$ cat config.mk
export PLATFORM = sky130hd
export DESIGN_NAME = hdr_section_finder
export DESIGN_NICKNAME = d
export VERILOG_FILES = /design/src/rtl/hsf_pkg.sv /design/src/rtl/hsf_preamble_check.sv /design/src/rtl/hsf_len_accum.sv /design/src/rtl/hsf_budget.sv /design/src/rtl/hdr_section_finder.sv
export SDC_FILE = /design/constraint.sdc
export NUM_CORES = 1
export LEC_CHECK = 0
export BUFFER_PORTS_ARGS = -buffer_cell sky130_fd_sc_hd__buf_2
export CORE_ASPECT_RATIO = 2
export CORE_MARGIN = 4
export CORE_UTILIZATION = 49
export DETAILED_ROUTE_END_ITERATION = 16
export GPL_ROUTABILITY_DRIVEN = 1
export PLACE_DENSITY = 0.73
export SLEW_MARGIN = 40
export SYNTH_ARGS = -nofsm -noshare
export SYNTH_HDL_FRONTEND = slang
export SYNTH_SLANG_ARGS = --single-unit
$ cat constraint.sdc
create_clock -name clk -period 4.5 [get_ports clk]
set_input_delay 0.675 -clock clk [delete_from_list [all_inputs] [get_ports clk]]
set_output_delay 0.675 -clock clk [all_outputs]
set_load 0.1 [all_outputs]
$ cat src/rtl/hsf_pkg.sv
// Shared types and constants for the header section finder.
// Assumes byte-wide streams and lowercase ASCII tags.
package hsf_pkg;

    localparam int PRE_LEN = 13;
    localparam logic [7:0] TAG_LO   = 8'h61;
    localparam logic [7:0] TAG_HI   = 8'h65;
    localparam logic [7:0] TAG_WIDE = 8'h65;

    typedef enum logic [2:0] {
        S_IDLE,
        S_PRE,
        S_TAG,
        S_LEN,
        S_SKIP,
        S_DONE
    } hsf_state_e;

    // Expected preamble byte at a given position.
    function automatic logic [7:0] hsf_preamble_byte(input int unsigned idx);
        if (idx == 0)                   return 8'h00;
        if (idx == 1)                   return 8'h09;
        if (idx == 10 || idx == 11)     return 8'h00;
        if (idx == 12)                  return 8'h01;
        if (idx > 12)                   return 8'h00;
        return (idx % 2 == 0) ? 8'h0F : 8'hF0;
    endfunction

endpackage

$ cat src/rtl/hsf_preamble_check.sv
// Tracks the position inside the fixed preamble and compares the incoming
// byte with the expected one. Assumes the parent stops feeding it after a
// mismatch or after the last position.
module hsf_preamble_check
    import hsf_pkg::*;
#(
    parameter int PLEN = PRE_LEN
) (
    input  logic       clk,
    input  logic       rst_n,
    input  logic       clear,
    input  logic       take,
    input  logic [7:0] byte_in,
    output logic       match,
    output logic       last
);
    localparam int IW = $clog2(PLEN);

    logic [IW-1:0] idx_q;

    // Position counter: restarts on clear, advances on each accepted byte.
    always_ff @(posedge clk) begin
        if (!rst_n)                idx_q <= '0;
        else if (clear)            idx_q <= '0;
        else if (take && !last)    idx_q <= idx_q + 1'b1;
    end

    assign match = (byte_in == hsf_preamble_byte(32'(idx_q)));
    assign last  = (idx_q == IW'(PLEN - 1));

    assert_idx_range_R3: assert property (@(posedge clk) disable iff (!rst_n)
        idx_q <= IW'(PLEN - 1));

endmodule

$ cat src/rtl/hsf_len_accum.sv
// Shifts length bytes in, most significant first. Assumes clear is given
// before each new length field so that short fields start from zero.
module hsf_len_accum #(
    parameter int W = 32
) (
    input  logic         clk,
    input  logic         rst_n,
    input  logic         clear,
    input  logic         take,
    input  logic [7:0]   byte_in,
    output logic [W-1:0] value
);
    // Accumulator: zeroed on clear, shifted by one byte on take.
    always_ff @(posedge clk) begin
        if (!rst_n)      value <= '0;
        else if (clear)  value <= '0;
        else if (take)   value <= {value[W-9:0], byte_in};
    end

endmodule

$ cat src/rtl/hsf_budget.sv
// Counts header bytes accepted after the preamble and saturates at LIMIT.
// at_last marks that the next accepted byte uses up the budget.
module hsf_budget #(
    parameter int LIMIT = 100
) (
    input  logic clk,
    input  logic rst_n,
    input  logic clear,
    input  logic take,
    output logic spent,
    output logic at_last
);
    localparam int CW = $clog2(LIMIT + 1);

    logic [CW-1:0] cnt_q;

    // Saturating byte counter.
    always_ff @(posedge clk) begin
        if (!rst_n)                                 cnt_q <= '0;
        else if (clear)                             cnt_q <= '0;
        else if (take && cnt_q < CW'(LIMIT))        cnt_q <= cnt_q + 1'b1;
    end

    assign spent   = (cnt_q == CW'(LIMIT));
    assign at_last = (cnt_q == CW'(LIMIT - 1));

    assert_cnt_bound_R9: assert property (@(posedge clk) disable iff (!rst_n)
        cnt_q <= CW'(LIMIT));

endmodule

$ cat src/rtl/hdr_section_finder.sv
// Streaming header section finder. Checks the preamble, then walks tagged
// sections until the wanted tag is met, a fault is seen or the byte budget
// after the preamble runs out. Assumes want_tag is valid with start.
module hdr_section_finder
    import hsf_pkg::*;
#(
    parameter int LEN_W        = 32,
    parameter int SEARCH_LIMIT = 100
) (
    input  logic             clk,
    input  logic             rst_n,
    input  logic             start,
    input  logic [7:0]       want_tag,
    input  logic             in_valid,
    input  logic [7:0]       in_data,
    output logic             in_ready,
    output logic             found,
    output logic             error,
    output logic             done,
    output logic [LEN_W-1:0] sect_len
);
    localparam logic [LEN_W-1:0] SHORT_MAX = LEN_W'(255);

    hsf_state_e       state_q;
    logic [7:0]       want_q;
    logic             wide_q;
    logic             hit_q;
    logic [2:0]       len_left_q;
    logic [LEN_W-1:0] skip_q;
    logic             found_q;
    logic             err_q;

    logic             take;
    logic             active;
    logic             pre_match;
    logic             pre_last;
    logic             spent;
    logic             at_last;
    logic             reached;
    logic             tag_ok;
    logic [LEN_W-1:0] len_value;
    logic [LEN_W-1:0] full_len;

    assign active   = state_q inside {S_PRE, S_TAG, S_LEN, S_SKIP};
    assign in_ready = active && !start;
    assign take     = in_valid && in_ready;
    assign reached  = spent || at_last;
    assign tag_ok   = (in_data >= TAG_LO) && (in_data <= TAG_HI);
    assign full_len = {len_value[LEN_W-9:0], in_data};

    hsf_preamble_check #(.PLEN(PRE_LEN)) u_pre (
        .clk     (clk),
        .rst_n   (rst_n),
        .clear   (start),
        .take    (take && state_q == S_PRE),
        .byte_in (in_data),
        .match   (pre_match),
        .last    (pre_last)
    );

    hsf_len_accum #(.W(LEN_W)) u_len (
        .clk     (clk),
        .rst_n   (rst_n),
        .clear   (start || (take && state_q == S_TAG)),
        .take    (take && state_q == S_LEN),
        .byte_in (in_data),
        .value   (len_value)
    );

    hsf_budget #(.LIMIT(SEARCH_LIMIT)) u_budget (
        .clk     (clk),
        .rst_n   (rst_n),
        .clear   (start),
        .take    (take && state_q inside {S_TAG, S_LEN, S_SKIP}),
        .spent   (spent),
        .at_last (at_last)
    );

    // Search sequencer: start re-arms, each accepted byte moves the walk on.
    always_ff @(posedge clk) begin
        if (!rst_n) begin
            state_q    <= S_IDLE;
            want_q     <= '0;
            wide_q     <= 1'b0;
            hit_q      <= 1'b0;
            len_left_q <= '0;
            skip_q     <= '0;
            found_q    <= 1'b0;
            err_q      <= 1'b0;
        end else if (start) begin
            state_q <= S_PRE;
            want_q  <= want_tag;
            found_q <= 1'b0;
            err_q   <= 1'b0;
        end else if (take) begin
            case (state_q)
                S_PRE: begin
                    if (!pre_match) begin
                        err_q   <= 1'b1;
                        state_q <= S_DONE;
                    end else if (pre_last) begin
                        state_q <= S_TAG;
                    end
                end
                S_TAG: begin
                    if (!tag_ok) begin
                        err_q   <= 1'b1;
                        state_q <= S_DONE;
                    end else begin
                        wide_q     <= (in_data == TAG_WIDE);
                        hit_q      <= (in_data == want_q);
                        len_left_q <= (in_data == TAG_WIDE) ? 3'd4 : 3'd2;
                        state_q    <= S_LEN;
                    end
                end
                S_LEN: begin
                    len_left_q <= len_left_q - 3'd1;
                    if (len_left_q == 3'd1) begin
                        if (!wide_q && full_len > SHORT_MAX) begin
                            err_q   <= 1'b1;
                            state_q <= S_DONE;
                        end else if (hit_q) begin
                            found_q <= 1'b1;
                            state_q <= S_DONE;
                        end else if (full_len == '0 || reached) begin
                            state_q <= reached ? S_DONE : S_TAG;
                        end else begin
                            skip_q  <= full_len;
                            state_q <= S_SKIP;
                        end
                    end
                end
                S_SKIP: begin
                    skip_q <= skip_q - 1'b1;
                    if (reached)                  state_q <= S_DONE;
                    else if (skip_q == LEN_W'(1)) state_q <= S_TAG;
                end
                default: state_q <= state_q;
            endcase
        end
    end

    assign found    = found_q;
    assign error    = err_q;
    assign done     = (state_q == S_DONE);
    assign sect_len = found_q ? len_value : '0;

    assert_excl_R7: assert property (@(posedge clk) disable iff (!rst_n)
        !(found && error));

    assert_found_sticky_R10: assert property (@(posedge clk) disable iff (!rst_n)
        found && !start |=> found);

    assert_err_sticky_R10: assert property (@(posedge clk) disable iff (!rst_n)
        error && !start |=> error);

    assert_found_on_byte_R7: assert property (@(posedge clk) disable iff (!rst_n)
        $rose(found) |-> $past(in_valid && in_ready));

    assert_short_len_R6: assert property (@(posedge clk) disable iff (!rst_n)
        found && want_q != TAG_WIDE |-> sect_len <= SHORT_MAX);

    assert_hold_R11: assert property (@(posedge clk) disable iff (!rst_n)
        done && !start |=> !in_ready);

    assert_start_clear_R2: assert property (@(posedge clk) disable iff (!rst_n)
        start |=> !found && !error && !done);

endmodule

-- After elaboration in Yosys (flattened, before gate mapping)
Cells that the tools add are included.
- register bits after elaboration: 93
- input port bits: 20
- output and inout bits: 36
- word-level logic and storage cells: 142
- $add $sub $neg: 4
- $lt $le $gt $ge: 5
- eq/ne operators: 29
- mux-type cells: 53
- bitwise logic cells: 3
- reductions and logical operators: 36
- operators with widths (kind ; count):
    32-bit two-way mux ; 5
    8-bit two-way mux ; 11
    32-bit zero test ; 2
    32-bit one-hot mux with 2 select lines ; 1
    3-bit two-way mux ; 12
    32-bit by 1-bit equality test with 1-bit output (second input constant) ; 1
    32-bit by 8-bit greater-than comparator with 1-bit output (second input constant) ; 1
    32-bit by 1-bit subtractor with 32-bit output (second input constant) ; 1
    1-bit two-way mux ; 21
    8-bit equality test ; 2
    5-bit AND reduction ; 3
    7-bit equality test (second input constant) ; 2
    4-bit equality test (second input constant) ; 3
    2-bit inequality test (second input constant) ; 6
    3-bit one-hot mux with 4 select lines ; 1
    1-bit logical AND ; 10
    3-bit by 2-bit inequality test with 1-bit output (second input constant) ; 3
    8-bit by 7-bit equality test with 1-bit output (second input constant) ; 1
    8-bit by 7-bit greater-or-equal comparator with 1-bit output (second input constant) ; 1
    8-bit by 7-bit <= comparator with 1-bit output (second input constant) ; 1
    4-bit by 3-bit inequality test with 1-bit output (second input constant) ; 2
    4-bit AND reduction ; 2
    7-bit by 1-bit adder with 7-bit output (second input constant) ; 1
    7-bit < comparator (second input constant) ; 1
    21 further kinds ; 36

-- Depth between registers and ports, before layout
Gate-level depths: netlist of run 1.
- depth after elaboration: 22
- mapped depth: 10
- depth with buffers taken out: 8

-- Hierarchy
From an unflattened synthesis of run 1, not the netlist that was laid out.
- cell total of the unflattened synthesis: 704
- area total of the unflattened synthesis: 5655.4 µm²
- modules (own cells, without submodules) (module ; times used ; cells each ; area each (µm²) ; sequential area each (µm²)):
    hdr_section_finder ; 1 ; 497 ; 3642.2 ; 1001.0
    hsf_len_accum ; 1 ; 104 ; 1173.6 ; 640.6
    hsf_preamble_check ; 1 ; 55 ; 445.4 ; 80.1
    hsf_budget ; 1 ; 48 ; 394.1 ; 140.1

-- Worst setup path after synthesis of run 1
OpenSTA, ideal clock, no wires.
- path type: input -> output
- start: in start
- end: out in_ready
- data arrival time: 2245 ps
- required time: 3825 ps
- setup slack: 1580 ps
- cell stages on the path: 2
- path buffers: 1
- cell sequence: buf_1 > nor2_1
- cells in the longest elaborated chain, start to end: 2
- RTL lines (item ; line ; text):
    start, declared ; hdr_section_finder.sv:12 ; input logic start,
    1-bit zero test ; hdr_section_finder.sv:45 ; assign in_ready = active && !start;
    1-bit logical AND ; hdr_section_finder.sv:45 ;
    end, declared ; hdr_section_finder.sv:16 ; output logic in_ready,
No other way between the ends.

-- Final worst setup path of run 1
- start: reg u_len.value[13]
- end: reg skip_q[20]
- cells in the longest elaborated chain, start to end: 4
- elaborated cells on any way between the ends: 7
- those cells by class: order compare: 1; eq/ne: 2; reduce/logical: 4
- RTL lines (item ; line ; text):
    start, declared ; hsf_len_accum.sv:11 ; output logic [W-1:0] value
    start signal, assigned ; hsf_len_accum.sv:17 ; else if (take) value <= {value[W-9:0], byte_in};
    32-bit by 8-bit greater-than comparator with 1-bit output or 32-bit zero test (tied branches) ; hdr_section_finder.sv:119, hdr_section_finder.sv:125 ;
    1-bit logical AND or 1-bit logical OR (tied branches) ; hdr_section_finder.sv:119, hdr_section_finder.sv:125 ;
    2-bit inequality test (no source line) ; - ;
    7-bit AND reduction (no source line) (*) ; - ;
    end signal, assigned ; hdr_section_finder.sv:128 ; skip_q <= full_len;
    end signal, assigned ; hdr_section_finder.sv:134 ; skip_q <= skip_q - 1'b1;
    end, declared ; hdr_section_finder.sv:29 ; logic [LEN_W-1:0] skip_q;
Every way passes the cells marked *; elsewhere a longest branch is shown, timed or not.
A chain may end at the register's enable or synchronous reset.

==> results of run 1 <==
-- logic make-up after synthesis --
logic type,after synthesis
DFF,93
xor gates and xnor gates,16
adders and majority gates,10
and+or+nand+nor,327
AOI/OAI and AO/OA,191
muxes,17
buffers and inverters,57
-- critical path: stages, from the launching register on --
cell	delay, ps
dfxtp_1	410
nor4_1	300
nand4_1	240
o21bai_1	690
a21o_1	680
nand3_1	470
o211ai_1	290
-- power by group through the flow --
stage | Combinational [W] | Sequential, W | Clock [W]
2_1_floorplan | 0.0000738 | 0.000851 | 0
3_3_place_gp | 0.000102 | 0.000855 | 0
3_5_place_dp | 0.000104 | 0.000855 | 0
4_1_cts | 0.000105 | 0.000836 | 0.000842
5_1_grt | 0.000115 | 0.000837 | 0.000870
6_report | 0.000106 | 0.000837 | 0.000828
-- routing by layer --
| metal | vias up | global-route usage, % | routed length [um] |
|---|---|---|---|
| met5 | - | 0 | 0 |
| met4 | 0 | 22.0 | 1460 |
| met3 | 89 | 3.63 | 1050 |
| met2 | 281 | 44.8 | 8210 |
| met1 | 2604 | 28.6 | 6070 |
| li1 | 2644 | - | - |
-- synth_stat cells, types with 3 or more instances --
| cell | count | area (um^2) |
|---|---|---|
| inv_1 | 13 | 48.8 |
| o21ai_1 | 8 | 40.0 |
| or3_1 | 7 | 43.8 |
| o21ai_0 | 31 | 155 |
| a22oi_1 | 5 | 37.5 |
| buf_6 | 3 | 33.8 |
| nor2b_1 | 4 | 25.0 |
| or4_1 | 7 | 52.6 |
| a31oi_1 | 3 | 18.8 |
| o41ai_1 | 4 | 35.0 |
| dfxtp_1 | 93 | 1860 |
| nor4_1 | 22 | 138 |
| and2_1 | 37 | 231 |
| nand2b_1 | 7 | 43.8 |
| o311ai_0 | 9 | 78.8 |
| ha_1 | 10 | 125 |
| buf_1 | 6 | 22.5 |
| a32oi_1 | 3 | 26.3 |
| nand2_1 | 113 | 424 |
| xnor2_1 | 11 | 96.3 |
| nor3b_1 | 5 | 37.5 |
| nand3_1 | 19 | 95.1 |
| mux2i_1 | 16 | 160 |
| clkbuf_1 | 32 | 120 |
| o31ai_1 | 20 | 150 |
| o211ai_1 | 8 | 60.1 |
| nor2_1 | 61 | 229 |
| and3_1 | 7 | 43.8 |
| xor2_1 | 5 | 43.8 |
| o2111ai_1 | 4 | 35.0 |
| a21oi_1 | 65 | 325 |
| nand4_1 | 11 | 68.8 |
| o22ai_1 | 6 | 37.5 |
| nand3b_1 | 3 | 22.5 |
| nor3_1 | 14 | 70.1 |
-- final timing paths --
| path | from | end | slack (ps) | depth (start not counted) |
|---|---|---|---|---|
| worst max-delay path | u_len.value[13] | skip_q[20] | 1330 | 6 |
| worst min-delay path | u_len.value[24] | u_len.value[24] | 450 | 2 |
| worst max register to register | u_len.value[13] | skip_q[20] | 1330 | 6 |
| worst min register to register | u_len.value[24] | u_len.value[24] | 450 | 2 |
-- registers in the layout, summed over array words and instances (netlist names) --
signal          cells
want_q              8
u_len.value        32
wide_q              1
found               1
u_budget.cnt_q      7
len_left_q          3
u_pre.idx_q         4
state_q             3
skip_q             32
hit_q               1
error               1
-- area by class of cell --
cell class	count	area (um^2)
Sequential cell	93	1860
Clock inverter	6	93.8
Inverter	13	48.8
Timing Repair Buffer	61	320
Fill cell	1023	4810
Multi-Input combinational cell	561	3340
Tap cell	140	175
Clock buffer	10	229
-- through the flow --
stage,setup slack [ps],utilization [%],total power [W],std cells,hold WS [ps]
floorplan,1580,-,0.000925,711,432
CTS,1330,55.6,0.00178,884,453
detailed placement,1050,52.7,0.000959,868,444
global placement,1130,52.5,0.000957,868,439
global route,1090,55.8,0.00182,884,467
finish,1330,55.8,0.00177,884,453
==> impl_metrics.yaml, run 1 <==
outcome:
  status: "completed"
synth:
  syn_inst: 711
  synth-async-reset-ratio_pct: 0
  synth-main-ff-cell: "dfxtp_1"
  synth_edf_count: 0
  ys_types: 64
  avgSynthCellArea_um2: 7.61
  synth-seq-cells: 93
  synth_top_family_by_area: "simple AND/OR/NAND/NOR gates"
  ys_seq_area_share_pct: 34.4
  ys_warn_count: 0
  synth.area.mux_share_pct: 3.17
  synth_compound_area_share_pct: 22.9
  yosys.area_share.simple_pct: 30.0
  synth_xor_area_share_pct: 2.59
  synthAdderAreaFrac_pct: 2.31
  syn_area_um2: 5410
  syn_nets: 741
power_and_ir_drop:
  p_clk_share_pct: 46.7
  p_comb_share_pct: 6.0
  peakVddDrop_uv: 208
  power.net_switching_w: 0.000415
  intPower_w: 0.00136
  leakage_nw: 2.32
  pwr-share-seq_pct: 47.3
  powerDensity_nw_per_um2: 292
  p_sw_share_pct: 23.5
worst_setup_path:
  endpoint_kind: "flip-flop"
  arrival_ps: 3430
  cp_max_fo: 20
  critical_path_class: "flip-flop to flip-flop"
  start_kind: "flip-flop"
  required_ps: 4750
worst_hold_path:
  hp-class: "flip-flop to flip-flop"
sta:
  tightest_slew_ps: 776
  final_max_slew_viol_count: 0
  timing.fmax_mhz: 315
  fin_crit_ps: 3170
  finalSetupTns_ps: 0
  post-route-period-util_pct: 70.5
  hold_viol_final: 0
  slew_headroom_pct: 47.8
  finClkSkew_ps: 10.6
  setup_violations: 0
  rsz0062_at_grt: "false"
cts:
  cts.htree.levels: 3
  clk_pin_slew_ps: 70
  clk_latency_ps: 340
  cts_max_path_buffers: 2
  cts_tree: "done"
  cts_made_buffers: 9
  ctsHoldBuffers: 0
  ctsResizeCount: 0
  post-cts-setup-buffer-count: 0
  clock_sinks: 93
  root_buffer: "clkbuf_16"
placement:
  place.gp.congestion: 0.973
  hpwl_mm: 12.1
  placed_area_um2: 5730
  portBuffers: 55
cells_and_area:
  drive_above_1_share_pct: 13.2
  final_common_cell: "nand2_1"
  area_growth_pct: 12.1
  n_antenna_cell: 0
  fin_area_um2: 6070
  final_cell_mix: "112 x nand2_1, 92 x dfxtp_1, 65 x a21oi_1, 59 x nor2_1, 55 x buf_2"
  fin_nets: 769
route:
  vias: 5618
  drt_first_pass_iters: 5
  routed_wl_mm: 16.8
  via_per_inst: 6.36
  drt-initial-drc-count: 599
  drt-wirelength-per-cell_um: 19.0
  final_antenna_net_count: 0
  drc: 0
global_routing:
  grt_start_max_net_pins: 52
  grt_pass1_vias: 5223
  grt_pass1_wl_mm: 26.4
  overflow: 0
  grt_usage_pct: 26.7
  antenna_found_initial: 0
floorplanning:
  dieArea_um2: 12900
  design.portCount: 56
  start_util_pct: 49.8
  fp-row-count: 54
  die_w_um: 82.3
  fp.dieH_um: 157
  core_area_um2: 10900
flow_run:
  cap_viol_max_count: 0
Power figures use the tool's default switching activity.
==> run 2, diff against run 1 <==
--- a/config.mk
+++ b/config.mk
@@ -11,7 +11,7 @@
 export CORE_UTILIZATION = 49
 export DETAILED_ROUTE_END_ITERATION = 16
 export GPL_ROUTABILITY_DRIVEN = 1
-export PLACE_DENSITY = 0.73
+export PLACE_DENSITY = 0.76
 export SLEW_MARGIN = 40
 export SYNTH_ARGS = -nofsm -noshare
 export SYNTH_HDL_FRONTEND = slang
==> constraint.sdc (replaced) <==
create_clock -name clk -period 2.6 [get_ports clk]
set_input_delay 0.39 -clock clk [delete_from_list [all_inputs] [get_ports clk]]
set_output_delay 0.39 -clock clk [all_outputs]
set_load 0.1 [all_outputs]
==> run 2 against run 1 <==
  * Non-clock buffer count rose by 64
  * Register-to-register slack got worse by 1100 ps
  * Combinational power increased by 100%
  * Maximum frequency up 33%
  * Critical path type unchanged
  * Largest cell class unchanged
  * Critical path depth rose by 2
==> impl_metrics.yaml, run 2 (same netlist as run 1, synthesis figures left out) <==
route:
  drt-initial-drc-count: 500
  drt_first_pass_iters: 5
  drt-wirelength-per-cell_um: 19.8
  routed_wl_mm: 18.8
  final_antenna_net_count: 0
  drc: 0
  via_per_inst: 6.26
  vias: 5934
global_routing:
  grt_pass1_wl_mm: 30.0
  antenna_found_initial: 0
  grt_pass1_vias: 5949
  grt_usage_pct: 30.7
  overflow: 0
  grt_start_max_net_pins: 35
sta:
  setup_violations: 0
  final_max_slew_viol_count: 0
  tightest_slew_ps: 558
  timing.fmax_mhz: 419
  fin_crit_ps: 2390
  slew_headroom_pct: 62.7
  rsz0062_at_grt: "false"
  finClkSkew_ps: 8.50
  post-route-period-util_pct: 91.8
  finalSetupTns_ps: 0
  hold_viol_final: 0
cts:
  cts_max_path_buffers: 2
  post-cts-setup-buffer-count: 0
  cts_tree: "done"
  root_buffer: "clkbuf_16"
  clk_pin_slew_ps: 70
  cts_made_buffers: 9
  clock_sinks: 93
  cts.htree.levels: 3
  clk_latency_ps: 350
worst_setup_path:
  critical_path_class: "flip-flop to flip-flop"
  crit_slowest_cell: "a2111oi_0"
  endpoint_kind: "flip-flop"
  r2r-start: "u_len.value[13]"
  arrival_ps: 2600
  start_kind: "flip-flop"
  required_ps: 2810
  crit_chain: "nor4_1 -> nand4_1 -> o21bai_1 -> buf_4 -> a21oi_4 -> buf_12 -> a2111oi_0 -> o31ai_1"
  cp_slowest_stage_delay_ps: 460
  cp-startpoint: "u_len.value[13]"
  cp_max_fo: 19
placement:
  hpwl_mm: 14.1
  portBuffers: 55
  place.gp.congestion: 0.977
cells_and_area:
  area_growth_pct: 21.9
  n_antenna_cell: 0
  fin_nets: 833
  final_cell_mix: "113 x nand2_1, 92 x dfxtp_1, 67 x buf_4, 65 x a21oi_1, 60 x nor2_1"
  final_common_cell: "nand2_1"
  reg_top3: "skip_q (32), u_len.value (32), want_q (8)"
  fin_util_pct: 60.7
  drive_above_1_share_pct: 20.0
  fillers: 998
floorplanning:
  core_area_um2: 10900
  fp-row-count: 54
  die_w_um: 82.3
  design.portCount: 56
  fp.dieH_um: 157
  dieArea_um2: 12900
  start_util_pct: 49.8
power_and_ir_drop:
  p_clk_share_pct: 46.5
  leakage_nw: 2.65
  powerDensity_nw_per_um2: 471
  intPower_w: 0.00237
  pwr-share-seq_pct: 46.5
  peakVddDrop_uv: 318
  p_sw_share_pct: 23.9
  p_comb_share_pct: 7.0
  power.net_switching_w: 0.000742
worst_hold_path:
  hp-start: "want_tag[7]"
  hp-class: "primary input to flip-flop"
flow_run:
  cap_viol_max_count: 0
outcome:
  status: "completed"
[run 2: cell count changes in the layout (fill, tap and decap cells not counted), sizes merged]
cell	previous run	this run
buf	61	125
[run 2: critical path, delay by kind of cell, from the launching register on]
| family | cells | cell delay, ps |
|---|---|---|
| AND/OR/NAND/NOR | 2 | 680 |
| flip-flops | 1 | 320 |
| AO/OA/AOI/OAI | 4 | 890 |
| buffers and inverters | 2 | 360 |
[run 2: stage by stage]
| step | setup WS, ps | hold slack [ps] | total power, W | area, um^2 | std cells |
|---|---|---|---|---|---|
| 6_report | 212 | 280 | 0.00311 | 6600 | 948 |
| 5_1_grt | 48.9 | 280 | 0.00319 | 6600 | 948 |
| 4_1_cts | 157 | 277 | 0.00311 | 6550 | 948 |
| 3_5_place_dp | -84.3 | 445 | 0.00169 | 6230 | 932 |
| 3_3_place_gp | -30.4 | 439 | 0.00168 | 6230 | 932 |
| 2_1_floorplan | 7.76 | 432 | 0.00160 | 5410 | 711 |
[run 2: path summary, 6_finish.rpt]
kind,end,slack [ps],cells after the start
min,want_q[7],280,3
max reg2reg,skip_q[2],210,8
max,skip_q[2],210,8
min reg2reg,u_len.value[25],450,2
[run 2: final cells by class]
type / count / area (um^2) / share of cell area [%]
timing repair buffer: 125 / 838 / 12.7
sequential: 93 / 1860 / 28.2
tap: 140 / 175 / 2.65
inverter: 13 / 48.8 / 0.739
multi-input combinational: 561 / 3350 / 50.8
clock inverter: 6 / 93.8 / 1.42
clock buffer: 10 / 229 / 3.47
[run 2: layer usage]
metal  share of wire, %  up-vias  routed length, um  global-route usage, %
met5                  0        -                  0                      0
met4                 10        0               1920                   26.1
met1                 34     2769               6450                   31.3
met3                5.5      122               1030                   4.67
met2                 50      281               9370                   52.4
li1                   -     2762                  -                      -
[run 2: power groups by stage]
stage | Sequential [W] | Combinational [W] | Clock [W]
floorplan | 0.00147 | 0.000128 | 0
global placement | 0.00148 | 0.000206 | 0
finish | 0.00145 | 0.000216 | 0.00144
CTS | 0.00145 | 0.000210 | 0.00146
global route | 0.00145 | 0.000231 | 0.00152
detailed placement | 0.00148 | 0.000209 | 0
[run 2: repair_timing]
| action | in CTS | in global routing |
|---|---|---|
| hold buffers | 0 | 0 |
| resized for setup | 0 | 8 |
| setup endpoints to repair | 0 | 9 |
| endpoints found under the hold margin | 0 | 0 |
==> run 3, diff against run 2 <==
--- a/config.mk
+++ b/config.mk
@@ -6,12 +6,13 @@
 export NUM_CORES = 1
 export LEC_CHECK = 0
 export BUFFER_PORTS_ARGS = -buffer_cell sky130_fd_sc_hd__buf_2
+export CAP_MARGIN = 15
 export CORE_ASPECT_RATIO = 2
 export CORE_MARGIN = 4
 export CORE_UTILIZATION = 49
 export DETAILED_ROUTE_END_ITERATION = 16
 export GPL_ROUTABILITY_DRIVEN = 1
-export PLACE_DENSITY = 0.76
+export PLACE_DENSITY = 0.73
 export SLEW_MARGIN = 40
 export SYNTH_ARGS = -nofsm -noshare
 export SYNTH_HDL_FRONTEND = slang
==> constraint.sdc (replaced) <==
create_clock -name clk -period 2.7 [get_ports clk]
set_input_delay 0.405 -clock clk [delete_from_list [all_inputs] [get_ports clk]]
set_output_delay 0.405 -clock clk [all_outputs]
set_load 0.1 [all_outputs]
==> run 3 against run 2 <==
  * Maximum frequency is 4.2% lower
  * Highest routed layer unchanged
  * Count of clock-buffer cells in the layout unchanged
  * Setup slack got worse by 4.2 ps
  * Critical path type unchanged
  * Register-to-register slack barely moved
  * Via count fell by 1.9%
==> impl_metrics.yaml, run 3 (same netlist as run 1, synthesis figures left out) <==
cells_and_area:
  fin_area_um2: 6420
  reg_top3: "skip_q (32), u_len.value (32), want_q (8)"
  final_common_cell: "nand2_1"
  n_antenna_cell: 0
  area_growth_pct: 18.6
  fin_nets: 817
  drive_above_1_share_pct: 17.7
  fin_util_pct: 59.0
  final_cell_mix: "113 x nand2_1, 92 x dfxtp_1, 65 x a21oi_1, 60 x nor2_1, 55 x buf_2"
cts:
  ctsHoldBuffers: 0
  clk_pin_slew_ps: 70
  post-cts-setup-buffer-count: 0
  cts.htree.levels: 3
  cts_made_buffers: 9
  clock_sinks: 93
  cts_tree: "done"
  ctsResizeCount: 0
  clk_latency_ps: 350
  root_buffer: "clkbuf_16"
  cts_max_path_buffers: 2
floorplanning:
  design.portCount: 56
  core_area_um2: 10900
  die_w_um: 82.3
  start_util_pct: 49.8
  fp-row-count: 54
  fp.dieH_um: 157
  dieArea_um2: 12900
global_routing:
  overflow: 0
  grt_pass1_vias: 5630
  grt_pass1_wl_mm: 28.8
  grt_start_max_net_pins: 45
  grt_usage_pct: 29.2
  antenna_found_initial: 0
route:
  drt_first_pass_iters: 6
  drt-wirelength-per-cell_um: 19.1
  routed_wl_mm: 17.8
  drc: 0
  via_per_inst: 6.25
  drt-initial-drc-count: 562
  vias: 5821
  final_antenna_net_count: 0
power_and_ir_drop:
  intPower_w: 0.00210
  powerDensity_nw_per_um2: 441
  leakage_nw: 2.55
  peakVddDrop_uv: 329
  p_sw_share_pct: 26.0
  p_clk_share_pct: 43.8
  pwr-share-seq_pct: 49.1
  power.net_switching_w: 0.000736
  p_comb_share_pct: 7.1
sta:
  finClkSkew_ps: 7.62
  rsz0062_at_grt: "false"
  setup_ws_ps: 208
  hold_slack_ps: 287
  tightest_slew_ps: 649
  fin_crit_ps: 2490
  final_max_slew_viol_count: 0
  slew_headroom_pct: 56.4
  hold_viol_final: 0
  post-route-period-util_pct: 92.3
  setup_violations: 0
  timing.fmax_mhz: 401
worst_setup_path:
  start_kind: "flip-flop"
  arrival_ps: 2710
  cp_max_fo: 7
  endpoint_kind: "flip-flop"
  critical_path_class: "flip-flop to flip-flop"
  required_ps: 2920
worst_hold_path:
  hp-class: "primary input to flip-flop"
placement:
  hpwl_mm: 13.2
  portBuffers: 55
  place.gp.congestion: 0.927
  dp_slack_ps: -37.7
  placed_area_um2: 6140
outcome:
  status: "completed"
flow_run:
  cap_viol_max_count: 0
run 3: per-layer routing:
metal  vias up  global-route usage [%]  wire length [um]
met5         -                       0                 0
met4         0                    23.1              1490
met3        92                    3.80               901
met2       273                    49.3              9190
met1      2714                    31.4              6230
li1       2742                       -                 -
run 3: area by class of cell:
class	instances	area, um^2
clock buffers	10	229
flip-flops and latches	93	1860
fillers	1025	4460
well taps	140	175
multi-input cells	561	3310
repair buffers	109	743
inverters	13	48.8
clock inverters	6	53.8
run 3: worst paths after layout:
check                        from              end  slack, ps  depth (start not counted)
setup / recovery       skip_q[15]       skip_q[31]        210                          7
hold reg to reg   u_len.value[30]  u_len.value[30]        450                          2
setup reg to reg       skip_q[15]       skip_q[31]        210                          7
hold / removal        want_tag[1]        want_q[1]        290                          3
run 3: stage by stage:
step	instances	setup TNS [ps]	total power [W]
global route	932	0	0.00292
CTS	932	0	0.00285
global placement	916	-10.1	0.00162
finish	932	0	0.00283
detailed placement	916	-105	0.00162
floorplan	711	0	0.00154
run 3: worst max-delay path, cell delays in order (launching register included):
cell and delay [ps]:
dfxtp_1 370, nor4_1 310, buf_4 180, nand4_1 180, or4_1 640, o21a_1 210
o311ai_0 340, o31ai_1 130
run 3: power groups by stage:
stage	sequential (W)	clock (W)	combinational [W]
finish	0.00139	0.00124	0.000201
global route	0.00139	0.00131	0.000217
CTS	0.00139	0.00126	0.000199
detailed placement	0.00142	0	0.000197
global placement	0.00142	0	0.000196
floorplan	0.00142	0	0.000123
